--- src/rtl/adc_sched_pkg.sv ---
package adc_sched_pkg;

   typedef enum logic [1:0] {
      PH_IDLE = 2'd0,
      PH_ARM  = 2'd1,
      PH_CONV = 2'd2,
      PH_GAP  = 2'd3
   } sched_phase_t;

   function automatic int unsigned cnt_width(input int unsigned max_val);
      return (max_val < 2) ? 1 : $clog2(max_val + 1);
   endfunction

endpackage

--- src/rtl/adc_req_latch.sv ---
module adc_req_latch #(
   parameter int NSRC       = 7,
   parameter bit LEVEL_LAST = 1'b1
) (
   input  logic            clk,
   input  logic            rst_n,
   input  logic [NSRC-1:0] req_in,
   input  logic [NSRC-1:0] clr,
   output logic [NSRC-1:0] pend
);

   if (NSRC < 2) begin : g_bad_nsrc
      $error("adc_req_latch: NSRC must be at least 2");
   end

   for (genvar g = 0; g < NSRC; g++) begin : g_bit
      if (LEVEL_LAST && (g == NSRC - 1)) begin : g_level
         assign pend[g] = req_in[g];
      end else begin : g_sticky
         logic held_q;
         always_ff @(posedge clk or negedge rst_n) begin
            if (!rst_n)              held_q <= 1'b0;
            else if (req_in[g])      held_q <= 1'b1;
            else if (clr[g])         held_q <= 1'b0;
         end
         assign pend[g] = held_q;

         assert_req_captured_R8: assert property (@(posedge clk) disable iff (!rst_n)
            req_in[g] |=> pend[g]);
         assert_req_sticky_R8: assert property (@(posedge clk) disable iff (!rst_n)
            (pend[g] && !clr[g]) |=> pend[g]);
      end
   end

endmodule

--- src/rtl/adc_prio_pick.sv ---
module adc_prio_pick #(
   parameter int N = 7,
   parameter int W = 3
) (
   input  logic [N-1:0] req,
   output logic         any,
   output logic [W-1:0] idx,
   output logic [N-1:0] grant
);

   if (N < 1 || (1 << W) < N) begin : g_bad_width
      $error("adc_prio_pick: W too narrow for N");
   end

   always_comb begin
      any   = |req;
      idx   = '0;
      grant = '0;
      for (int i = N - 1; i >= 0; i--) begin
         if (req[i]) begin
            idx      = W'(i);
            grant    = '0;
            grant[i] = 1'b1;
         end
      end
   end

endmodule

--- src/rtl/adc_conv_model.sv ---
module adc_conv_model #(
   parameter int CW = 8
) (
   input  logic          clk,
   input  logic          rst_n,
   input  logic          start,
   input  logic          kill,
   input  logic [CW-1:0] conv_cycles,
   output logic          done
);

   if (CW < 1) begin : g_bad_cw
      $error("adc_conv_model: CW must be at least 1");
   end

   logic [CW-1:0] remain_q;
   logic [CW-1:0] load_val;

   assign load_val = (conv_cycles == '0) ? CW'(1) : conv_cycles;

   always_ff @(posedge clk or negedge rst_n) begin
      if (!rst_n)                remain_q <= '0;
      else if (kill)             remain_q <= '0;
      else if (start)            remain_q <= load_val;
      else if (remain_q != '0)   remain_q <= remain_q - CW'(1);
   end

   assign done = (remain_q == CW'(1));

   assert_kill_quiets_R6: assert property (@(posedge clk) disable iff (!rst_n)
      kill |=> !done);
   assert_short_conv_R4: assert property (@(posedge clk) disable iff (!rst_n)
      (start && !kill && conv_cycles <= CW'(1)) |=> done);

endmodule

--- src/rtl/adc_start_sched.sv ---
module adc_start_sched
   import adc_sched_pkg::*;
#(
   parameter int N_PWM     = 4,
   parameter int START_DLY = 3,
   parameter int GAP_DLY   = 2,
   parameter int CW        = 8,
   localparam int NSRC     = N_PWM + 3,
   localparam int SW       = $clog2(NSRC)
) (
   input  logic             clk,
   input  logic             rst_n,
   input  logic [N_PWM-1:0] pwm_trig,
   input  logic             tmr_trig,
   input  logic             sw_trig,
   input  logic             cont_en,
   input  logic [CW-1:0]    conv_cycles,
   output logic [SW-1:0]    prog_sel,
   output logic             start_pulse,
   output logic             busy,
   output logic             abort_pulse,
   output logic             res_valid,
   output logic             res_slot
);

   localparam int DMAX = (START_DLY > GAP_DLY) ? START_DLY : GAP_DLY;
   localparam int DCW  = cnt_width(DMAX);

   if (N_PWM < 1) begin : g_bad_pwm
      $error("adc_start_sched: N_PWM must be at least 1");
   end
   if (START_DLY < 1) begin : g_bad_start
      $error("adc_start_sched: START_DLY must be at least 1");
   end
   if (GAP_DLY < 0) begin : g_bad_gap
      $error("adc_start_sched: GAP_DLY must not be negative");
   end

   // request capture
   logic [NSRC-1:0] req_vec, pend, clr;
   assign req_vec = {cont_en, sw_trig, tmr_trig, pwm_trig};

   adc_req_latch #(.NSRC(NSRC), .LEVEL_LAST(1'b1)) u_latch (
      .clk    (clk),
      .rst_n  (rst_n),
      .req_in (req_vec),
      .clr    (clr),
      .pend   (pend)
   );

   // overall winner
   logic            pick_any;
   logic [SW-1:0]   pick_idx;
   logic [NSRC-1:0] pick_grant;

   adc_prio_pick #(.N(NSRC), .W(SW)) u_pick (
      .req   (pend),
      .any   (pick_any),
      .idx   (pick_idx),
      .grant (pick_grant)
   );

   // PWM requests that outrank the running program
   sched_phase_t     phase_q, phase_d;
   logic [SW-1:0]    prog_q, prog_d;
   logic [N_PWM-1:0] hp_req, hp_grant;
   logic             hp_any;
   logic [SW-1:0]    hp_idx;

   for (genvar g = 0; g < N_PWM; g++) begin : g_hp
      assign hp_req[g] = pend[g] && (SW'(g) < prog_q);
   end

   adc_prio_pick #(.N(N_PWM), .W(SW)) u_hp_pick (
      .req   (hp_req),
      .any   (hp_any),
      .idx   (hp_idx),
      .grant (hp_grant)
   );

   // converter stub
   logic conv_done, kill;

   adc_conv_model #(.CW(CW)) u_conv (
      .clk         (clk),
      .rst_n       (rst_n),
      .start       (start_pulse),
      .kill        (kill),
      .conv_cycles (conv_cycles),
      .done        (conv_done)
   );

   // sequencer
   logic [DCW-1:0] tmr_q, tmr_d;
   logic           slot_q, slot_d;
   logic           start_d, abort_d, rv_d, rslot_d;

   always_comb begin
      phase_d = phase_q;
      prog_d  = prog_q;
      tmr_d   = tmr_q;
      slot_d  = slot_q;
      rslot_d = res_slot;
      start_d = 1'b0;
      abort_d = 1'b0;
      rv_d    = 1'b0;
      clr     = '0;
      kill    = 1'b0;
      unique case (phase_q)
         PH_IDLE: begin
            if (pick_any) begin
               clr     = pick_grant;
               prog_d  = pick_idx;
               tmr_d   = DCW'(START_DLY);
               phase_d = PH_ARM;
            end
         end
         PH_ARM: begin
            if (tmr_q == DCW'(1)) begin
               start_d = 1'b1;
               phase_d = PH_CONV;
            end else begin
               tmr_d = tmr_q - DCW'(1);
            end
         end
         PH_CONV: begin
            if (conv_done) begin
               rv_d    = 1'b1;
               rslot_d = slot_q;
               slot_d  = ~slot_q;
               if (GAP_DLY == 0) begin
                  phase_d = PH_IDLE;
               end else begin
                  tmr_d   = DCW'(GAP_DLY);
                  phase_d = PH_GAP;
               end
            end else if (hp_any) begin
               kill                = 1'b1;
               abort_d             = 1'b1;
               clr[N_PWM-1:0]      = hp_grant;
               prog_d              = hp_idx;
               tmr_d               = DCW'(START_DLY);
               phase_d             = PH_ARM;
            end
         end
         PH_GAP: begin
            if (tmr_q <= DCW'(1)) phase_d = PH_IDLE;
            else                  tmr_d   = tmr_q - DCW'(1);
         end
         default: phase_d = PH_IDLE;
      endcase
   end

   always_ff @(posedge clk or negedge rst_n) begin
      if (!rst_n) begin
         phase_q     <= PH_IDLE;
         prog_q      <= '0;
         tmr_q       <= '0;
         slot_q      <= 1'b0;
         start_pulse <= 1'b0;
         abort_pulse <= 1'b0;
         res_valid   <= 1'b0;
         res_slot    <= 1'b0;
      end else begin
         phase_q     <= phase_d;
         prog_q      <= prog_d;
         tmr_q       <= tmr_d;
         slot_q      <= slot_d;
         start_pulse <= start_d;
         abort_pulse <= abort_d;
         res_valid   <= rv_d;
         res_slot    <= rslot_d;
      end
   end

   assign busy     = (phase_q == PH_CONV);
   assign prog_sel = prog_q;

   assert_grant_onehot_R1: assert property (@(posedge clk) disable iff (!rst_n)
      $onehot0(pick_grant));
   assert_strobe_single_R2: assert property (@(posedge clk) disable iff (!rst_n)
      start_pulse |=> !start_pulse);
   assert_start_busy_R3: assert property (@(posedge clk) disable iff (!rst_n)
      start_pulse |-> busy);
   assert_result_idle_R3: assert property (@(posedge clk) disable iff (!rst_n)
      res_valid |-> !busy);
   assert_abort_from_busy_R6: assert property (@(posedge clk) disable iff (!rst_n)
      abort_pulse |-> ($past(busy) && !res_valid && !busy));
   assert_abort_pwm_only_R7: assert property (@(posedge clk) disable iff (!rst_n)
      abort_pulse |-> (prog_sel < SW'(N_PWM)));
   assert_gap_after_result_R9: assert property (@(posedge clk) disable iff (!rst_n)
      res_valid |=> !start_pulse);

endmodule

--- config.mk ---
export PLATFORM = sky130hd
export DESIGN_NAME = adc_start_sched
export DESIGN_NICKNAME = d
export VERILOG_FILES = /design/src/rtl/adc_sched_pkg.sv /design/src/rtl/adc_req_latch.sv /design/src/rtl/adc_prio_pick.sv /design/src/rtl/adc_conv_model.sv /design/src/rtl/adc_start_sched.sv
export SDC_FILE = /design/constraint.sdc
export NUM_CORES = 1
export LEC_CHECK = 0
export BUFFER_PORTS_ARGS = -buffer_cell sky130_fd_sc_hd__buf_2
export CAP_MARGIN = 20
export CORE_ASPECT_RATIO = 0.5
export CORE_MARGIN = 10
export CORE_UTILIZATION = 51
export DETAILED_ROUTE_END_ITERATION = 12
export PLACE_DENSITY_LB_ADDON = 0.25
export REMOVE_ABC_BUFFERS = 1
export SETUP_SLACK_MARGIN = 0.2
export SLEW_MARGIN = 15
export SYNTH_ARGS = -nofsm -noshare
export SYNTH_HDL_FRONTEND = slang
export SYNTH_HIERARCHICAL = 1
export SYNTH_SLANG_ARGS = --single-unit
export TNS_END_PERCENT = 20
--- constraint.sdc ---
create_clock -name clk -period 2.3 [get_ports clk]
set_clock_uncertainty 0.15 [all_clocks]
set_input_delay 0.115 -clock clk [delete_from_list [all_inputs] [get_ports clk]]
set_output_delay 0.115 -clock clk [all_outputs]
set_load 0.02 [all_outputs]
# After elaboration in Yosys (flattened, before gate mapping)
# Cells that the tools add are included.
[totals] out_inout_bits=8 input_bits=17 regBits=26
[op_classes] eq_ne=13 muxes=65 order_cmp=5 reduce_logical=21 addsub=2 n_bitwise=1
[op_table] operator="$mux 6" count=7
[op_table] operator="$mux 8" count=4
[op_table] operator="$mux 2" count=15
[op_table] operator="$mux 3" count=10
[op_table] operator="$mux 4" count=6
[op_table] operator="$mux 1" count=19
[op_table] operator="$pmux 2 s4" count=2
[op_table] operator="$reduce_bool 2->1" count=7
[op_table] operator="$ne 2x2->1 const B" count=6
[op_table] operator="$reduce_and 4->1" count=3
[op_table] operator="$eq 8x1->1 const B" count=1
[op_table] operator="$logic_not 8->1" count=1
[op_table] operator="$pmux 4 s2" count=1
[op_table] operator="$reduce_bool 8->1" count=1
[op_table] operator="$sub 8x1->8 const B" count=1
[op_table] operator="$reduce_or 7->1" count=1
[op_table] operator="$lt 1x3->1 const A" count=2
[op_table] operator="$lt 2x3->1 const A" count=2
[op_table] operator="$pmux 3 s2" count=1
[op_table] operator="$eq 2x1->1 const B" count=2
[op_table] operator="$eq 2x2->1 const B" count=2
[op_table] operator="$logic_and 1x1->1" count=4
[op_table] operator="$reduce_or 4->1" count=1
[op_table] operator="$ne 3x1->1 const B" count=1
[op_table] operator="7 further kinds" count=7

# Longest topological paths before layout
[logic_depth] word_depth=11 mapped_depth=9 ltp_nobuf=8

# Cells and area by module
# Netlist, hierarchy kept.
[by_module_without_submodules] module="adc_start_sched" seq_area_each_um2=300.3 cells_per_inst=70 area_each_um2=733.2 instances=1
[by_module_without_submodules] module="adc_conv_model" seq_area_each_um2=200.2 cells_per_inst=58 area_each_um2=560.5 instances=1
[by_module_without_submodules] module="adc_req_latch" seq_area_each_um2=150.1 cells_per_inst=25 area_each_um2=270.3 instances=1
[by_module_without_submodules] module="adc_prio_pick at u_pick" seq_area_each_um2=0.0 cells_per_inst=19 area_each_um2=115.1 instances=1
[by_module_without_submodules] module="adc_prio_pick at u_hp_pick" seq_area_each_um2=0.0 cells_per_inst=13 area_each_um2=72.6 instances=1

# Worst setup path before layout
# OpenSTA, ideal clock, no wires.
[synth_path] kind="register -> register" from="reg prog_q[2] (netlist: prog_sel[2])" to="reg prog_q[2] (netlist: prog_sel[2])" t_arrival_ps=1723 t_required_ps=2077 path_stages_with_launch=8 path_buffers=1 slack_ps=353 path_cell_list="dfrtp_1 o31a_1 nor2_1 nand2_1 nor4bb_4 buf_6 or2_4 a21oi_2"
[synth_via] elab_chain_cells=5 word_cells_on_any_way=11
[synth_lines] element="start, declared" line="adc_start_sched.sv:65" text="logic [SW-1:0] prog_q, prog_d;"
[synth_lines] element="start signal, assigned" line="adc_start_sched.sv:166" text="prog_q <= prog_d;"
[synth_lines] element="$lt 1x3->1" line="adc_start_sched.sv:71" text="assign hp_req[g] = pend[g] && (SW'(g) < prog_q);"
[synth_lines] element="$logic_and 1x1->1" line="adc_start_sched.sv:71"
[synth_lines] element="via hp_req[0]" line="adc_start_sched.sv:66" text="logic [N_PWM-1:0] hp_req, hp_grant;"
[synth_lines] element="$reduce_or 4->1" line="adc_prio_pick.sv:16" text="any = |req;"
[synth_lines] element="via hp_any" line="adc_start_sched.sv:67" text="logic hp_any;"
[synth_lines] element="$ne 2x1->1 (no line)"
[synth_lines] element="$reduce_and 4->1 (no line)"
# The timed path passes the listed nets, and every way through them passes these cells.
# A chain may end at the register's enable or synchronous reset.

# Final worst setup path
[layout_path] from="reg u_conv.remain_q[2]" to="reg u_conv.remain_q[5]"
[layout_via] elab_chain_cells=4 word_cells_on_any_way=9
[layout_lines] element="start, declared" line="adc_conv_model.sv:16" text="logic [CW-1:0] remain_q;"
[layout_lines] element="start signal, assigned" line="adc_conv_model.sv:24" text="else if (start) remain_q <= load_val;"
[layout_lines] element="start signal, assigned" line="adc_conv_model.sv:25" text="else if (remain_q != '0) remain_q <= remain_q - CW'(1);"
[layout_lines] element="$eq 8x1->1 (*)" line="adc_conv_model.sv:28" text="assign done = (remain_q == CW'(1));"
[layout_lines] element="via conv_done" line="adc_start_sched.sv:82" text="logic conv_done, kill;"
[layout_lines] element="$mux 1 (*)" line="adc_start_sched.sv:127" text="if (conv_done) begin"
[layout_lines] element="$mux 1 (*)" line="adc_start_sched.sv:109" text="unique case (phase_q)"
[layout_lines] element="$reduce_bool 3->1 (no line) or $mux 8 (tied branches)"
# Mark *: on every way through the listed nets, which the timed path passes. The rest lies on a longest branch. The select of a mux whose other input is x is not followed.

==> impl_metrics.csv <==
group,metric,value,unit
die,rows,14,
yosys,syn_area,1740,µm²
critical_path,path_class,"flip-flop to flip-flop",
clocking,htreeDepth,1,
global_route,grt_pass1_vias,1318,
cells_and_area,utilization,64.4,%
power,leakage,0.000906,µW
cells_and_area,drive_gt1_share,26.5,%
sta,setup_viol,0,
die,io_pins,25,
die,die_w,103,µm
sta,max_freq,0.507,GHz
yosys,syn_inst,183,
placed_design,place_area,1810,µm²
cells_and_area,final_cell_mix,"buf_2, dfrtp_1, nor2_1",
route,ant_nets,0,
sta,hold_viol_final,0,
sta,min_period_over_period,85.7,%
yosys,yosysWarnings,6,
job,cap_viol_max_count,0,
clocking,clock_sinks,26,
global_route,grt_pass1_wl,5990,µm
critical_path,cp.required,2370,ps
route,num_vias,1365,
critical_path,crit_start,"u_conv/remain_q[2]",
clocking,numCtsBuffers,3,
global_route,grt_max_degree,27,
min_path,hp-class,"input pin to flip-flop",
die,die-area,6290,µm²
critical_path,reg2reg_slack,330,ps
cells_and_area,fillers,264,
placed_design,gpl.final_weighted_congestion,0.884,
sta,slew_viol_final,0,
sta,tightest_slew,603,ps
sta,rsz0062_at_grt,"no",
cells_and_area,final_common_cell,"buf_2",
clocking,cts.reportedPaths.clkPinSlew,100,ps
global_route,grt.overflow.total,0,
sta,max-slew-margin-rel,59.6,%
cells_and_area,multi_input_area,930,µm²
clocking,clockBufferDepth,2,
critical_path,cp-end-kind,"flip-flop",
route,drt_wl_total,3550,µm
die,start_util,55.5,%
cells_and_area,nets,233,
cells_and_area,antenna-diode-count,0,
route,drc_errors,0,
cells_and_area,area_growth,16.0,%
clocking,insertion_delay,280,ps
critical_path,critical_path_arrival,2040,ps
route,wire_per_inst,14.1,µm
route,dr.pass1.iters,4,
route,drt_iter0_drc,73,
global_route,antenna_found_initial,0,
cells_and_area,final_area,2020,µm²
power,ir_drop,559,µV
placed_design,portBuffers,24,
outcome,status,"finished, final reports clean",
critical_path,path_max_fanout,7,
sta,period_needed,1970,ps
critical_path,reg2reg_from,"u_conv/remain_q[2]",
yosys,syn_avg_cell_area,9.50,µm²
route,vias_per_cell,5.44,
critical_path,start_kind,"flip-flop",
placed_design,dp_hpwl,2560,µm
die,dieHeight,61.3,µm
min_path,hp-start,"conv_cycles[3]",
global_route,grt.total_usage,11.8,%
die,core-area,3140,µm²
clocking,cts_tree,"done",
power,p_per_area,1270,nW/µm²
cells_and_area,seqCellArea,654,µm²
clocking,clockRootBuffer,"clkbuf_8",
registers in the layout, indices dropped and copies added, names as in the netlist, 2 cells and up:
register	flops
u_latch/g_bit.g_sticky.held_q	6
tmr_q	2
u_conv/remain_q	8
prog_sel	3
phase_q	2
repair_timing:
action | in CTS | in global routing
hold buffers | 9 | 0
setup buffers | 1 | 2
resized for setup | 1 | 7
gates cloned | 0 | 1
pin swaps | 0 | 1
hold endpoints to repair | 34 | 0
endpoints found under the setup margin | 9 | 14
critical path, stage by stage, from the launching register on:
cell and delay [ps]:
dfrtp_1 480, nor4_2 370, and3_2 310, nor4bb_4 70
buf_6 130, nor2_1 220, o211a_1 180
final cells by class:
| cell class | instances | share of cell area (%) |
|---|---|---|
| multi-input cells | 128 | 46.1 |
| flip-flops and latches | 26 | 32.4 |
| repair buffers | 40 | 13.1 |
| well taps | 40 | 2.48 |
| inverters | 13 | 2.42 |
| clock buffers | 3 | 2.05 |
| clock inverters | 1 | 1.49 |
metal layers:
layer | GRT usage (%) | vias up | share of wire, %
met4 | 2.99 | 0 | 0
li1 | - | 681 | -
met1 | 15.4 | 658 | 51
met5 | 0 | - | 0
met2 | 18.8 | 26 | 44
met3 | 3.46 | 0 | 4.8
where the power goes:
part | switching, µW | internal (µW)
Combinational | 675 | 647
Sequential | 224 | 633
Clock | 158 | 233
final timing paths:
check,cells past startpoint,to
worst max-delay path,6,u_conv/remain_q[5]
worst min-delay path,4,u_conv/remain_q[3]
worst max register to register,6,u_conv/remain_q[5]
worst min register to register,1,slot_q
max in group asynchronous,2,u_latch/g_bit[2].g_sticky.held_q
min in group asynchronous,2,u_conv/remain_q[3]
metrics by stage:
stage          total power [µW]  std cells  hold WS [ps]  worst slack [ps]  setup TNS, ps
6_report                   2570        251          13.8               329              0
3_3_place_gp               2050        234        -0.271              55.4              0
5_1_grt                    2780        251          24.7               203              0
4_1_cts                    2530        248          15.5               216              0
2_1_floorplan              1780        167          -331               186              0
3_5_place_dp               2090        234          2.82             -4.77          -4.77
Note: power is estimated with default switching activity, not from simulation.
